$ cat src/rtl/tbase_pkg.sv
package tbase_pkg;

    localparam int CFG_W = 16;
    localparam int DIV_W = 3;

    typedef struct packed {
        logic       edge_both;
        logic       compat;
        logic       pre_fast;
        logic       wr_ovr;
        logic       gate_mode;
        logic       emu;
        logic [1:0] psc_b;
        logic [1:0] psc_a;
        logic       stop;
    } cfg_t;

    localparam cfg_t CFG_RESET = '{
        edge_both: 1'b0, compat: 1'b1, pre_fast: 1'b0, wr_ovr: 1'b0,
        gate_mode: 1'b0, emu: 1'b0, psc_b: 2'b00, psc_a: 2'b00, stop: 1'b0
    };

    function automatic logic [CFG_W-1:0] cfg_pack(input cfg_t c, input logic flag);
        return {4'b0000, c.edge_both, c.compat, c.pre_fast, c.wr_ovr,
                flag, c.gate_mode, c.emu, c.psc_b, c.psc_a, c.stop};
    endfunction

    function automatic cfg_t cfg_unpack(input logic [CFG_W-1:0] w);
        cfg_t c;
        c.stop      = w[0];
        c.psc_a     = w[2:1];
        c.psc_b     = w[4:3];
        c.emu       = w[5];
        c.gate_mode = w[6];
        c.wr_ovr    = w[8];
        c.pre_fast  = w[9];
        c.compat    = w[10];
        c.edge_both = w[11];
        return c;
    endfunction

    // low bits that must all be set in the phase count before a tick passes
    function automatic logic [DIV_W-1:0] div_mask(input logic [1:0] code);
        case (code)
            2'b00:   return 3'b000;
            2'b01:   return 3'b001;
            2'b10:   return 3'b011;
            default: return 3'b111;
        endcase
    endfunction

endpackage

$ cat src/rtl/tbase_cfg_reg.sv
module tbase_cfg_reg
    import tbase_pkg::*;
(
    input  logic             clk,
    input  logic             rst,
    input  logic             wr_en,
    input  cfg_t             wr_cfg,
    output cfg_t             cfg,
    output logic [CFG_W-1:0] rd_data
);
    localparam int ONCE_N = 4;
    localparam int O_PSCA = 0;
    localparam int O_PSCB = 1;
    localparam int O_EMU  = 2;
    localparam int O_CMP  = 3;

    cfg_t              cfg_q, cfg_d;
    logic [ONCE_N-1:0] once_q;
    logic              flag_q;

    always_comb begin
        cfg_d = cfg_q;
        if (wr_en) begin
            cfg_d.stop      = wr_cfg.stop;
            cfg_d.gate_mode = wr_cfg.gate_mode;
            cfg_d.wr_ovr    = wr_cfg.wr_ovr;
            cfg_d.pre_fast  = wr_cfg.pre_fast;
            cfg_d.edge_both = wr_cfg.edge_both;
            if (!once_q[O_PSCA] || cfg_q.wr_ovr) cfg_d.psc_a = wr_cfg.psc_a;
            if (!once_q[O_PSCB] || cfg_q.wr_ovr) cfg_d.psc_b = wr_cfg.psc_b;
            if (!once_q[O_EMU])                  cfg_d.emu   = wr_cfg.emu;
            if (!once_q[O_CMP])                  cfg_d.compat = wr_cfg.compat;
        end
    end

    always_ff @(posedge clk) begin
        if (rst) begin
            cfg_q  <= CFG_RESET;
            once_q <= '0;
            flag_q <= 1'b0;
        end else begin
            cfg_q  <= cfg_d;
            flag_q <= cfg_q.stop;
            if (wr_en) once_q <= '1;
        end
    end

    assign cfg     = cfg_q;
    assign rd_data = cfg_pack(cfg_q, flag_q);
endmodule

$ cat src/rtl/tbase_divstage.sv
module tbase_divstage
    import tbase_pkg::*;
(
    input  logic       clk,
    input  logic       rst,
    input  logic       clr,
    input  logic       step,
    input  logic [1:0] code,
    output logic       tick
);
    logic [DIV_W-1:0] ph_q;
    logic [DIV_W-1:0] mask;

    assign mask = div_mask(code);
    assign tick = step && ((ph_q & mask) == mask);

    always_ff @(posedge clk) begin
        if (rst || clr)  ph_q <= '0;
        else if (step)   ph_q <= ph_q + 1'b1;
    end
endmodule

$ cat src/rtl/tbase_chan_a.sv
module tbase_chan_a #(
    parameter int CNT_W    = 16,
    parameter int PRE_SLOW = 32,
    parameter int PRE_FAST = 4
) (
    input  logic             clk,
    input  logic             rst,
    input  logic             run,
    input  logic             pre_fast,
    input  logic [1:0]       code,
    output logic [CNT_W-1:0] count
);
    localparam int PW = $clog2(PRE_SLOW);

    logic [PW-1:0]    pre_q;
    logic [PW-1:0]    pre_last;
    logic             pre_tick;
    logic             div_tick;
    logic [CNT_W-1:0] cnt_q;

    assign pre_last = pre_fast ? PW'(PRE_FAST - 1) : PW'(PRE_SLOW - 1);
    assign pre_tick = run && (pre_q == pre_last);

    always_ff @(posedge clk) begin
        if (rst || !run) pre_q <= '0;
        else if (pre_tick) pre_q <= '0;
        else pre_q <= pre_q + 1'b1;
    end

    tbase_divstage u_div (
        .clk (clk),
        .rst (rst),
        .clr (!run),
        .step(pre_tick),
        .code(code),
        .tick(div_tick)
    );

    always_ff @(posedge clk) begin
        if (rst)           cnt_q <= '0;
        else if (div_tick) cnt_q <= cnt_q + 1'b1;
    end

    assign count = cnt_q;
endmodule

$ cat src/rtl/tbase_chan_b.sv
module tbase_chan_b #(
    parameter int CNT_W    = 16,
    parameter int GATE_DIV = 8,
    parameter int SYNC_N   = 2
) (
    input  logic             clk,
    input  logic             rst,
    input  logic             run,
    input  logic             gate_mode,
    input  logic             edge_both,
    input  logic [1:0]       code,
    input  logic             pin,
    output logic [CNT_W-1:0] count
);
    localparam int GW = $clog2(GATE_DIV);

    logic [SYNC_N:0]  sh_q;
    logic             pin_s, pin_prev;
    logic [GW-1:0]    gdiv_q;
    logic             gate_tick, edge_ev, src_ev, div_tick;
    logic [CNT_W-1:0] cnt_q;

    always_ff @(posedge clk) begin
        if (rst) sh_q <= '0;
        else     sh_q <= {sh_q[SYNC_N-1:0], pin};
    end
    assign pin_s    = sh_q[SYNC_N-1];
    assign pin_prev = sh_q[SYNC_N];

    always_ff @(posedge clk) begin
        if (rst || !run) gdiv_q <= '0;
        else if (gdiv_q == GW'(GATE_DIV - 1)) gdiv_q <= '0;
        else gdiv_q <= gdiv_q + 1'b1;
    end

    assign gate_tick = (gdiv_q == GW'(GATE_DIV - 1)) && pin_s;
    assign edge_ev   = edge_both ? (pin_s ^ pin_prev) : (pin_s & ~pin_prev);
    assign src_ev    = run && (gate_mode ? gate_tick : edge_ev);

    tbase_divstage u_div (
        .clk (clk),
        .rst (rst),
        .clr (!run),
        .step(src_ev),
        .code(code),
        .tick(div_tick)
    );

    always_ff @(posedge clk) begin
        if (rst)           cnt_q <= '0;
        else if (div_tick) cnt_q <= cnt_q + 1'b1;
    end

    assign count = cnt_q;
endmodule

$ cat src/rtl/tbase_pair.sv
module tbase_pair
    import tbase_pkg::*;
#(
    parameter int CNT_W    = 16,
    parameter int PRE_SLOW = 32,
    parameter int PRE_FAST = 4,
    parameter int GATE_DIV = 8
) (
    input  logic             clk,
    input  logic             rst,
    input  logic             cfg_we,
    input  logic [15:0]      cfg_wdata,
    output logic [15:0]      cfg_rdata,
    input  logic             ext_pin,
    output logic [CNT_W-1:0] tb_a,
    output logic [CNT_W-1:0] tb_b
);
    cfg_t cfg;
    cfg_t wr_cfg;
    logic run;

    assign wr_cfg = cfg_unpack(cfg_wdata);
    assign run    = !cfg.stop;

    tbase_cfg_reg u_cfg (
        .clk    (clk),
        .rst    (rst),
        .wr_en  (cfg_we),
        .wr_cfg (wr_cfg),
        .cfg    (cfg),
        .rd_data(cfg_rdata)
    );

    tbase_chan_a #(
        .CNT_W(CNT_W), .PRE_SLOW(PRE_SLOW), .PRE_FAST(PRE_FAST)
    ) u_a (
        .clk     (clk),
        .rst     (rst),
        .run     (run),
        .pre_fast(cfg.pre_fast),
        .code    (cfg.psc_a),
        .count   (tb_a)
    );

    tbase_chan_b #(
        .CNT_W(CNT_W), .GATE_DIV(GATE_DIV)
    ) u_b (
        .clk      (clk),
        .rst      (rst),
        .run      (run),
        .gate_mode(cfg.gate_mode),
        .edge_both(cfg.edge_both),
        .code     (cfg.psc_b),
        .pin      (ext_pin),
        .count    (tb_b)
    );
endmodule

$ cat config.mk
export PLATFORM = sky130hd
export DESIGN_NAME = tbase_pair
export DESIGN_NICKNAME = d
export VERILOG_FILES = /design/src/rtl/tbase_pkg.sv /design/src/rtl/tbase_cfg_reg.sv /design/src/rtl/tbase_divstage.sv /design/src/rtl/tbase_chan_a.sv /design/src/rtl/tbase_chan_b.sv /design/src/rtl/tbase_pair.sv
export SDC_FILE = /design/constraint.sdc
export NUM_CORES = 1
export LEC_CHECK = 0
export ABC_CLOCK_PERIOD_IN_PS = 3700
export BUFFER_PORTS_ARGS = -buffer_cell sky130_fd_sc_hd__buf_4
export CELL_PAD_IN_SITES_DETAIL_PLACEMENT = 1
export CELL_PAD_IN_SITES_GLOBAL_PLACEMENT = 1
export CORE_MARGIN = 5
export CORE_UTILIZATION = 43
export DETAILED_ROUTE_END_ITERATION = 10
export PLACE_DENSITY_LB_ADDON = 0.1
export SLEW_MARGIN = 20
export SYNTH_ARGS = -nofsm -noshare
export SYNTH_HDL_FRONTEND = slang
export SYNTH_HIERARCHICAL = 1
export SYNTH_SLANG_ARGS = --single-unit
$ cat constraint.sdc
create_clock -name clk -period 3.7 [get_ports clk]
set_input_delay 0.185 -clock clk [delete_from_list [all_inputs] [get_ports clk]]
set_output_delay 0.185 -clock clk [all_outputs]
set_load 0.1 [all_outputs]
======== Word level (Yosys, flattened, before mapping) ========
Index checks and enable logic that the tools add are counted.
storage, ports and cells
  flip-flop bits (word level) ............. 62
  bits in latches ......................... 0
  bits in writable memories ............... 0
  bits in read-only memories .............. 0
  input bits .............................. 20
  word-level logic and storage cells ...... 63
  memories ................................ 0
operators by class
  add/subtract/negate cells ............... 6
  multipliers ............................. 0
  divide/modulo/power cells ............... 0
  $lt $le $gt $ge ......................... 0
  equality and inequality tests ........... 8
  shifts and indexed selects .............. 0
  mux-type cells .......................... 5
  bitwise logic cells ..................... 7
  reductions and logical operators ........ 19
operator list
  cell                                                                   number
  16-bit by 1-bit adder with 16-bit output, second input constant        2
  3-bit case mux with 3 select lines                                     2
  3-bit by 1-bit adder with 3-bit output, second input constant          3
  2-bit AND reduction                                                    4
  3-bit AND                                                              2
  3-bit equality test                                                    2
  5-bit by 1-bit adder with 5-bit output, second input constant          1
  5-bit equality test                                                    1
  1-bit logical AND                                                      5
  5-bit 2-to-1 mux                                                       1
  2-bit by 1-bit equality test with 1-bit output, second input constant  2
  2-bit equality test, second input constant                             2
  2-bit logical NOT                                                      2
  2-bit OR reduction                                                     2
  3-bit equality test, second input constant                             1
  1-bit logical NOT                                                      3
  1-bit logical OR                                                       3
  1-bit inverter                                                         3
  1-bit 2-to-1 mux                                                       2
  1-bit AND                                                              1
  1-bit bitwise XOR                                                      1

======== Longest topological paths before layout ========
Gate-level depths: netlist (run 1).
  word-level depth ........................ 6
  mapped depth ............................ 13
  gate-level depth less buffers ........... 12

======== Cells and area by module ========
The synthesis (run 1) kept the hierarchy.
by module, submodules not included
  module          instances  cells an instance  area each (um^2)
  tbase_chan_b    1          112                1027.2
  tbase_chan_a    1          107                955.9
  tbase_cfg_reg   1          64                 633.1
  tbase_divstage  2          16                 158.9
  tbase_pair      1          1                  3.8

======== Least setup slack after synthesis (run 1) ========
OpenSTA, ideal clock, no wires.
  path kind ............................... register to register
  start point ............................. register u_a.pre_q[2]
  end point ............................... register u_a.cnt_q[12], in the netlist u_a/count[12]
  library setup time ...................... 0.127 ns
  arrival ................................. 2.334 ns
  slack ................................... 1.239 ns
  stages on the path, launching flop included .. 11
  path buffers ............................ 1
  period minus slack after synthesis ...... 2.461 ns
  cells stage by stage .................... dfxtp_1 nor4b_1 o21ai_0 nor2_1 o21ai_0 a21oi_1 buf_4 nand4_1 or4_4 xnor2_1 nor2b_1
between the ends
  word-level cells in the longest chain between the ends .. 3
ends and longest elaborated chain
  element                   RTL line              RTL
  start: declaration        tbase_chan_a.sv:15    logic [PW-1:0] pre_q;
  start signal: assignment  tbase_chan_a.sv:27    else pre_q <= pre_q + 1'b1;
  5-bit equality test       tbase_chan_a.sv:22    assign pre_tick = run && (pre_q == pre_last);
  1-bit logical AND         tbase_chan_a.sv:22
  via u_a.pre_tick          tbase_chan_a.sv:17    logic pre_tick;
  1-bit logical AND         tbase_divstage.sv:15  assign tick = step && ((ph_q & mask) == mask);
  via u_a.div_tick          tbase_chan_a.sv:18    logic div_tick;
  end signal: assignment    tbase_chan_a.sv:41    else if (div_tick) cnt_q <= cnt_q + 1'b1;
  end: declaration          tbase_chan_a.sv:19    logic [CNT_W-1:0] cnt_q;
The timed path passes the listed nets, and every way through them passes these cells.
A chain may end at the register's enable or synchronous reset.

======== Worst setup path after layout (run 1) ========
  start point ............................. register u_b.sh_q[1]
  end point ............................... register u_b.cnt_q[14], in the netlist u_b/count[14]
between the ends
  word-level cells in the longest chain between the ends .. 5
ends and longest elaborated chain
  element                                                RTL line              RTL
  start: declaration                                     tbase_chan_b.sv:17    logic [SYNC_N:0] sh_q;
  start signal: assignment                               tbase_chan_b.sv:25    else sh_q <= {sh_q[SYNC_N-1:0], pin};
  1-bit AND / 1-bit bitwise XOR (equally long branches)  tbase_chan_b.sv:37    assign edge_ev = edge_both ? (pin_s ^ pin_prev) : (pin_s & ~pin_prev);
  1-bit 2-to-1 mux                                       tbase_chan_b.sv:37
  1-bit 2-to-1 mux (*)                                   tbase_chan_b.sv:38    assign src_ev = run && (gate_mode ? gate_tick : edge_ev);
  1-bit logical AND (*)                                  tbase_chan_b.sv:38
  via u_b.src_ev                                         tbase_chan_b.sv:20    logic gate_tick, edge_ev, src_ev, div_tick;
  1-bit logical AND (*)                                  tbase_divstage.sv:15
  via u_b.div_tick                                       tbase_chan_b.sv:20
  end signal: assignment                                 tbase_chan_b.sv:51    else if (div_tick) cnt_q <= cnt_q + 1'b1;
  end: declaration                                       tbase_chan_b.sv:21    logic [CNT_W-1:0] cnt_q;
The timed path passes the listed nets; every way through them passes the cells marked *.

==> flow_summary_export.csv, run 1 <==
group,metric,value,unit
clock_network,cts_resized,0,
die,fp.dieW,92.66,um
timing,tightest_slew,0.6833,ns
timing,rsz0062_at_grt,"false",
synthesis,avgSynthCellArea,9.297,um2
detailed_routing,dr.pass1.iters,4,
global_route,grt_usage,0.1510,
clock_network,clk_pin_slew,0.06,ns
timing,hold_viol_final,0,
die,die_area,8585,um2
finish,finalNetCount,392,
timing,fmax,357.4,MHz
clock_network,postCtsHoldBufs,0,
detailed_routing,antenna_left,0,
timing,slew_headroom,0.5445,
clock_network,cts-root-buf,"clkbuf_8",
clock_network,insertion_delay,0.33,ns
worst_setup_path,worstPathMaxFanout,5,
pwr,p_leak,1.487,nW
synthesis,synth_cell_types,45,
global_route,grt_pass1_wl,10.36,mm
synthesis,synth_area_leader_cell,"dfxtp_1",
worst_setup_path,cp-end-kind,"flop",
worst_setup_path,critical_path_class,"flop to flop",
worst_hold_path,hold_class,"primary input to flop",
run,maxCapViolCount,0,
placed_design,dp_hpwl,4.263,mm
clock_network,ctsLongestPathBuffers,2,
placed_design,gp_congestion,0.7092,
die,core_area,6719,um2
clock_network,cts_made_buffers,9,
timing,setup_viol,0,
synthesis,synthTopCellsByArea,"dfxtp_1 (42%), nor2_1 (6.0%), mux2i_1 (4.8%), buf_4 (4.6%), xnor2_1 (4.2%)",
worst_setup_path,slowest_stage,"a21oi_1",
timing,final.setup.tns,0,ns
timing,final.min_clock_period,2.798,ns
finish,areaGrowthSynthToFinish,18.87,%
global_route,antenna_found_initial,0,
placed_design,portBuffers,58,
detailed_routing,dr.first_iter.drc_count,61,
clock_network,cts_tree,"yes",
detailed_routing,viasPerCell,5.058,
synthesis,syn_area,2938,um2
worst_setup_path,arrival,3.02,ns
pwr,seqPwrFrac,0.495,
finish,drive_gt1_frac,0.2589,
timing,period_share,0.7561,
pwr,power,1.415,mW
pwr,pwr-share-clk,0.377,
finish,antenna_cells,0,
detailed_routing,routedWlPerCell,13.69,um
pwr,ir_drop,0.0002368,V
die,rows,30,
worst_setup_path,cp_common_cell,"a21oi_1",
worst_setup_path,cp.required,3.92,ns
die,io_pins,68,
pwr,p_comb_frac,0.128,
global_route,grt_max_degree,68,
pwr,internal_power,1.025,mW
synthesis,async_reset_ff_frac,0,
detailed_routing,routed_wl,6.118,mm
die,die_h,92.66,um
synthesis,yosysTopAreaCellShare,0.4225,
synthesis,ys_seq_elements,62,
worst_setup_path,path_cells,"ha_1 -> a211oi_1 -> a31oi_1 -> nor2_1 -> o21ai_0 -> a21oi_1 -> nand4_4 -> nor3_4 -> a21oi_1 -> a31o_2",
clock_network,post-cts-setup-buffer-count,0,
synthesis,synthFlopType,"dfxtp_1",
global_route,gr-total-overflow,0,
die,start_util,0.4372,
synthesis,syn_inst,316,
timing,drv_slew,0,
synthesis,synth_edf_count,0,
worst_setup_path,setup.worst_path.start_class,"flop",
pwr,powerDensity,405.3,nW/um2
timing,skew,0.008965,ns
pwr,p_sw_frac,0.2759,
pwr,switchingPower,390.5,uW
detailed_routing,vias,2261,
clock_network,ctsHtreeMaxLevel,3,
synthesis,ys_warn_count,6,
outcome,status,"completed",
finish,num-fill-cells,776,
clock_network,clock-sinks,62,
synthesis,synth_seq_area_share,0.4225,
detailed_routing,drc,0,
global_route,grt_pass1_vias,2235,
worst_setup_path,slowest_delay,0.50,ns
==> final cells by class <==
type	instances	area, um2	share of cell area
clock inverter	1	5.005	0.001433
sequential	62	1241	0.3554
multi-input combinational	218	1478	0.4231
tap	80	100.1	0.02866
clock buffer	13	168.9	0.04837
timing repair buffer	60	450.4	0.1290
inverter	13	48.80	0.01397
==> final timing paths <==
| kind | start | to | slack (ns) | depth (start not counted) |
|---|---|---|---|---|
| max | u_b/sh_q[1]$_SDFF_PP0_ | u_b/count[14]$_SDFFE_PP0P_ | 0.90 | 10 |
| min | cfg_wdata[10] | u_cfg/cfg[9]$_SDFFE_PP1P_ | 0.06 | 2 |
| max reg2reg | u_b/sh_q[1]$_SDFF_PP0_ | u_b/count[14]$_SDFFE_PP0P_ | 0.90 | 10 |
| min reg2reg | u_b/sh_q[0]$_SDFF_PP0_ | u_b/sh_q[1]$_SDFF_PP0_ | 0.44 | 1 |
==> layer usage <==
layer / GRT usage / vias to the layer above / routed length (um)
li1: - / 1139 / -
met1: 0.1852 / 1068 / 2841
met2: 0.2447 / 50 / 2895
met3: 0.04793 / 4 / 335
met4: 0.06227 / 0 / 45
met5: 0 / - / 0
==> layout by cell type, fill, tap and decap left out, types with 2 or more instances in the layout <==
| master | Yosys | final |
|---|---|---|
| mux2_2 | 3 | 3 |
| nor4_4 | 2 | 2 |
| nand4_1 | 8 | 8 |
| xor2_1 | 13 | 13 |
| xnor2_1 | 14 | 14 |
| inv_1 | 13 | 13 |
| and2_1 | 2 | 2 |
| nand2_2 | 2 | 2 |
| clkbuf_8 | 0 | 12 |
| o21ai_0 | 8 | 8 |
| conb_1 | 1 | 4 |
| nand3_1 | 14 | 14 |
| and4_1 | 2 | 2 |
| nor4_1 | 2 | 2 |
| nor3_1 | 10 | 10 |
| or3_1 | 3 | 3 |
| buf_4 | 18 | 60 |
| nand2b_1 | 10 | 10 |
| ha_1 | 8 | 8 |
| dfxtp_1 | 62 | 62 |
| a21oi_1 | 9 | 9 |
| mux2i_1 | 14 | 14 |
| a21o_1 | 2 | 2 |
| nor2_1 | 47 | 47 |
| nor3_2 | 6 | 6 |
| a31o_2 | 2 | 2 |
| nor2b_1 | 9 | 9 |
| nand2_1 | 10 | 10 |
==> cell usage after synthesis (2+ instances only) <==
cell      instances
a21o_1            2
nand2_2           2
or3_1             3
buf_4            18
mux2i_1          14
nor2_1           47
inv_1            13
ha_1              8
o21ai_0           8
buf_6             2
a21oi_1           9
dfxtp_1          62
nor3_1           10
nand2b_1         10
and4_1            2
nand2_1          10
and2_1            2
xnor2_1          14
nor2b_1           9
mux2_2            3
buf_1             2
nor4_4            2
clkbuf_1          3
nand3_1          14
nand4_1           8
xor2_1           13
nor3_2            6
a31o_2            2
nor4_1            2
==> sequential cells by signal, indices dropped and copies added, names as in the netlist <==
name            cells
u_a/u_div/ph_q      3
u_a/pre_q           5
u_b/gdiv_q          3
u_cfg/cfg          11
u_b/sh_q            3
u_cfg/once_q        1
u_b/count          16
u_a/count          16
u_cfg/flag_q        1
u_b/u_div/ph_q      3
==> power by group through the flow <==
stage	sequential [mW]	combinational (mW)	clock (mW)
2_1_floorplan	0.722	0.148	0
3_3_place_gp	0.715	0.180	0
3_5_place_dp	0.716	0.183	0
4_1_cts	0.701	0.184	0.561
5_1_grt	0.704	0.193	0.590
6_report	0.701	0.181	0.533
==> kinds of logic after synthesis <==
kind of cell             count (synthesis)  synth area share
XOR/XNOR                                27           0.08050
adder cells (fa/ha/maj)                  8           0.03407
multiplexers                            17           0.05920
AO/OA/AOI/OAI                           25           0.05409
buffers and inverters                   39           0.07836
flip-flops                              62            0.4225
other                                    1          0.001276
AND/OR/NAND/NOR                        137            0.2700
==> through the flow <==
step                      instances  hold slack [ns]  instance area (um2)  utilization  worst slack (ns)
after floorplan                 319           0.2559                 2949            -             1.239
after global placement          433           0.3888                 3318       0.4939            0.9683
after detailed placement        433           0.3926                 3318       0.4939            0.8763
after CTS                       447          0.03619                 3492       0.5197            0.8659
after global routing            447          0.03335                 3492       0.5197            0.5884
final                           447          0.05823                 3492       0.5197            0.9023
==> critical path: cells and delay by family, from the launching register on <==
family / cells / cell delay (ns)
AO/OA/AOI/OAI: 6 / 1.23
adder cells (fa/ha/maj): 1 / 0.28
flip-flops: 1 / 0.32
AND/OR/NAND/NOR: 3 / 0.86
Power figures use the tool's default switching activity.
==> run 2, diff against run 1 <==
--- a/config.mk
+++ b/config.mk
@@ -5,12 +5,13 @@
 export SDC_FILE = /design/constraint.sdc
 export NUM_CORES = 1
 export LEC_CHECK = 0
-export ABC_CLOCK_PERIOD_IN_PS = 3700
+export ABC_AREA = 1
+export ABC_CLOCK_PERIOD_IN_PS = 2800
 export BUFFER_PORTS_ARGS = -buffer_cell sky130_fd_sc_hd__buf_4
 export CELL_PAD_IN_SITES_DETAIL_PLACEMENT = 1
 export CELL_PAD_IN_SITES_GLOBAL_PLACEMENT = 1
 export CORE_MARGIN = 5
-export CORE_UTILIZATION = 43
+export CORE_UTILIZATION = 38
 export DETAILED_ROUTE_END_ITERATION = 10
 export PLACE_DENSITY_LB_ADDON = 0.1
 export SLEW_MARGIN = 20
==> constraint.sdc (replaced) <==
create_clock -name clk -period 2.8 [get_ports clk]
set_input_delay 0.14 -clock clk [delete_from_list [all_inputs] [get_ports clk]]
set_output_delay 0.14 -clock clk [all_outputs]
set_load 0.1 [all_outputs]
==> flow_summary_export.csv, run 2 <==
group,metric,value,unit
worst_hold_path,hold_class,"primary input to flop",
global_route,gr-total-overflow,0,
synthesis,ys_seq_elements,62,
worst_setup_path,cp_common_cell,"a21oi_1",
detailed_routing,routedWlPerCell,12.26,um
synthesis,synth-xor-area-share,0.02876,
die,io_pins,68,
finish,num-fill-cells,1021,
worst_setup_path,cp_top_family,"simple AND/OR/NAND/NOR gates",
timing,final.setup.tns,0,ns
worst_setup_path,arrival,2.54,ns
worst_setup_path,setup.worst_path.start_class,"flop",
die,rows,32,
synthesis,muxShareOfSynthArea,0,
worst_setup_path,slowest_stage,"dfxtp_1",
die,die_area,9904,um2
clock_network,cts_tree,"yes",
clock_network,clk_pin_slew,0.06,ns
clock_network,ctsHtreeMaxLevel,3,
worst_setup_path,path_cells,"ha_1 -> a21oi_1 -> o21ai_0 -> a21oi_1 -> buf_4 -> nand2_1 -> a21oi_1 -> buf_4 -> nand2_2 -> nor2_2 -> nand2_2 -> nor2_4 -> nand3_1 -> nand2_1 -> nor2_1",
timing,skew,0.009925,ns
synthesis,synth_top_family_by_area,"simple AND/OR/NAND/NOR gates",
pwr,ir_drop,0.0001855,V
die,core_area,7767,um2
synthesis,syn_inst,416,
worst_hold_path,hold_end,"u_cfg/cfg[9]$_SDFFE_PP1P_",
die,die_h,99.52,um
detailed_routing,antenna_left,0,
die,start_util,0.3921,
finish,antenna_cells,0,
timing,fmax,431.2,MHz
synthesis,synth-adder-area-share,0.03287,
worst_setup_path,r2r_end,"u_b/count[15]$_SDFFE_PP0P_",
detailed_routing,dr.first_iter.drc_count,39,
clock_network,cts_made_buffers,9,
worst_hold_path,whs_path_depth,3,
worst_setup_path,reg2regPathDepth,15,
clock_network,cts-root-buf,"clkbuf_8",
synthesis,async_reset_ff_frac,0,
worst_setup_path,crit_buf_inv,2,
clock_network,cts_resized,0,
finish,final_area,3615,um2
worst_setup_path,critical_path_class,"flop to flop",
detailed_routing,routed_wl,7.035,mm
synthesis,synthTopCellsByArea,"dfxtp_1 (41%), nand2_1 (8.5%), nor2_1 (8.5%), inv_1 (6.5%), nand3_1 (5.6%)",
worst_setup_path,reg2reg_slack,0.48,ns
synthesis,synth_compound_area_frac,0.08422,
synthesis,synth_area_leader_cell,"dfxtp_1",
finish,final_cell_mix,"nand2_1 (69), nor2_1 (69), dfxtp_1 (62)",
synthesis,avgSynthCellArea,7.321,um2
finish,areaGrowthSynthToFinish,18.69,%
synthesis,synthSimpleGateAreaFrac,0.3172,
worst_setup_path,r2r-start,"u_b/sh_q[1]$_SDFF_PP0_",
placed_design,placed_area,3466,um2
placed_design,gp_congestion,0.7307,
synthesis,yosysTopAreaCellShare,0.4076,
worst_hold_path,worstHoldStart,"cfg_wdata[10]",
global_route,grt_usage,0.1477,
synthesis,synth_cell_types,31,
worst_setup_path,cp.required,3.02,ns
detailed_routing,vias,2699,
global_route,grt_pass1_vias,2749,
timing,drv_slew,0,
placed_design,dp_hpwl,5.288,mm
die,fp.dieW,99.52,um
outcome,status,"completed",
clock_network,postCtsHoldBufs,0,
clock_network,ctsLongestPathBuffers,2,
global_route,antenna_found_initial,0,
detailed_routing,viasPerCell,4.702,
timing,hold_viol_final,0,
synthesis,syn_area,3045,um2
timing,period_share,0.8283,
finish,drive_gt1_frac,0.2246,
detailed_routing,dr.pass1.iters,4,
worst_setup_path,slowest_delay,0.33,ns
synthesis,synth_seq_area_share,0.4076,
clock_network,insertion_delay,0.33,ns
timing,rsz0062_at_grt,"false",
global_route,grt_pass1_wl,11.94,mm
global_route,grt_max_degree,20,
finish,finalNetCount,496,
synthesis,synthTopCellsByCount,"nand2_1 (69), nor2_1 (69), dfxtp_1 (62)",
timing,whs,0.01780,ns
timing,final.min_clock_period,2.319,ns
synthesis,ys_warn_count,6,
placed_design,portBuffers,58,
clock_network,post-cts-setup-buffer-count,0,
synthesis,synth_edf_count,0,
timing,setup_viol,0,
worst_setup_path,cp-end-kind,"flop",
synthesis,synthFlopType,"dfxtp_1",
clock_network,clock-sinks,62,
worst_setup_path,worstPathMaxFanout,10,
run,maxCapViolCount,0,
pwr,p_leak,1.635,nW
detailed_routing,drc,0,
pwr,powerDensity,510.6,nW/um2
==> run 2: cell type report <==
| class | count | area (um2) | share of cell area |
|---|---|---|---|
| Inverter | 57 | 214.0 | 0.05919 |
| Timing Repair Buffer | 61 | 457.9 | 0.1267 |
| Multi-Input combinational cell | 277 | 1425 | 0.3943 |
| Clock buffer | 13 | 138.9 | 0.03842 |
| Tap cell | 102 | 127.6 | 0.03531 |
| Sequential cell | 62 | 1241 | 0.3434 |
| Clock inverter | 2 | 10.01 | 0.002769 |
==> run 2: metrics by stage <==
stage	utilization	power [mW]	instances	setup slack, ns
finish	0.4654	1.846	574	0.4808
floorplan	-	1.190	419	0.6240
detailed placement	0.4462	1.235	559	0.4868
CTS	0.4654	1.876	574	0.4622
global placement	0.4462	1.227	559	0.5904
global route	0.4654	1.939	574	0.1905
==> run 2: worst max-delay path by stage <==
stage                                       to                    from  depth (start not counted)
floorplan           u_b/count[13]$_SDFFE_PP0P_  u_b/sh_q[1]$_SDFF_PP0_                         14
global placement    u_b/count[15]$_SDFFE_PP0P_  u_b/sh_q[1]$_SDFF_PP0_                         15
detailed placement  u_b/count[13]$_SDFFE_PP0P_  u_b/sh_q[1]$_SDFF_PP0_                         15
CTS                 u_b/count[13]$_SDFFE_PP0P_  u_b/sh_q[1]$_SDFF_PP0_                         15
global route        u_b/count[13]$_SDFFE_PP0P_  u_b/sh_q[1]$_SDFF_PP0_                         15
finish              u_b/count[15]$_SDFFE_PP0P_  u_b/sh_q[1]$_SDFF_PP0_                         15
==> run 2: power breakdown <==
| part | switching, mW | internal (mW) | leakage [nW] |
|---|---|---|---|
| logic | 0.216 | 0.0680 | 1.05 |
| clock network | 0.319 | 0.315 | 0.0773 |
| registers | 0.0199 | 0.908 | 0.504 |
==> run 2: tightest hold or removal path, cell delays in order <==
cell and delay (ns):
buf_4 0.07, nand2_1 0.04, nand3_1 0.06
==> run 2: logic make-up after synthesis <==
group / count (synthesis)
xor gates and xnor gates: 10
buffers and inverters: 80
DFF: 62
other: 1
adders and majority gates: 8
and+or+nand+nor: 207
AOI/OAI and AO/OA: 48
==> run 2: per-layer routing <==
metal  part of all wire  vias up  track usage
li1                   -     1382            -
met1               0.45     1273       0.1736
met2               0.50       38       0.2624
met3              0.037        6      0.02875
met4              0.012        0      0.05987
met5                  0        -            0
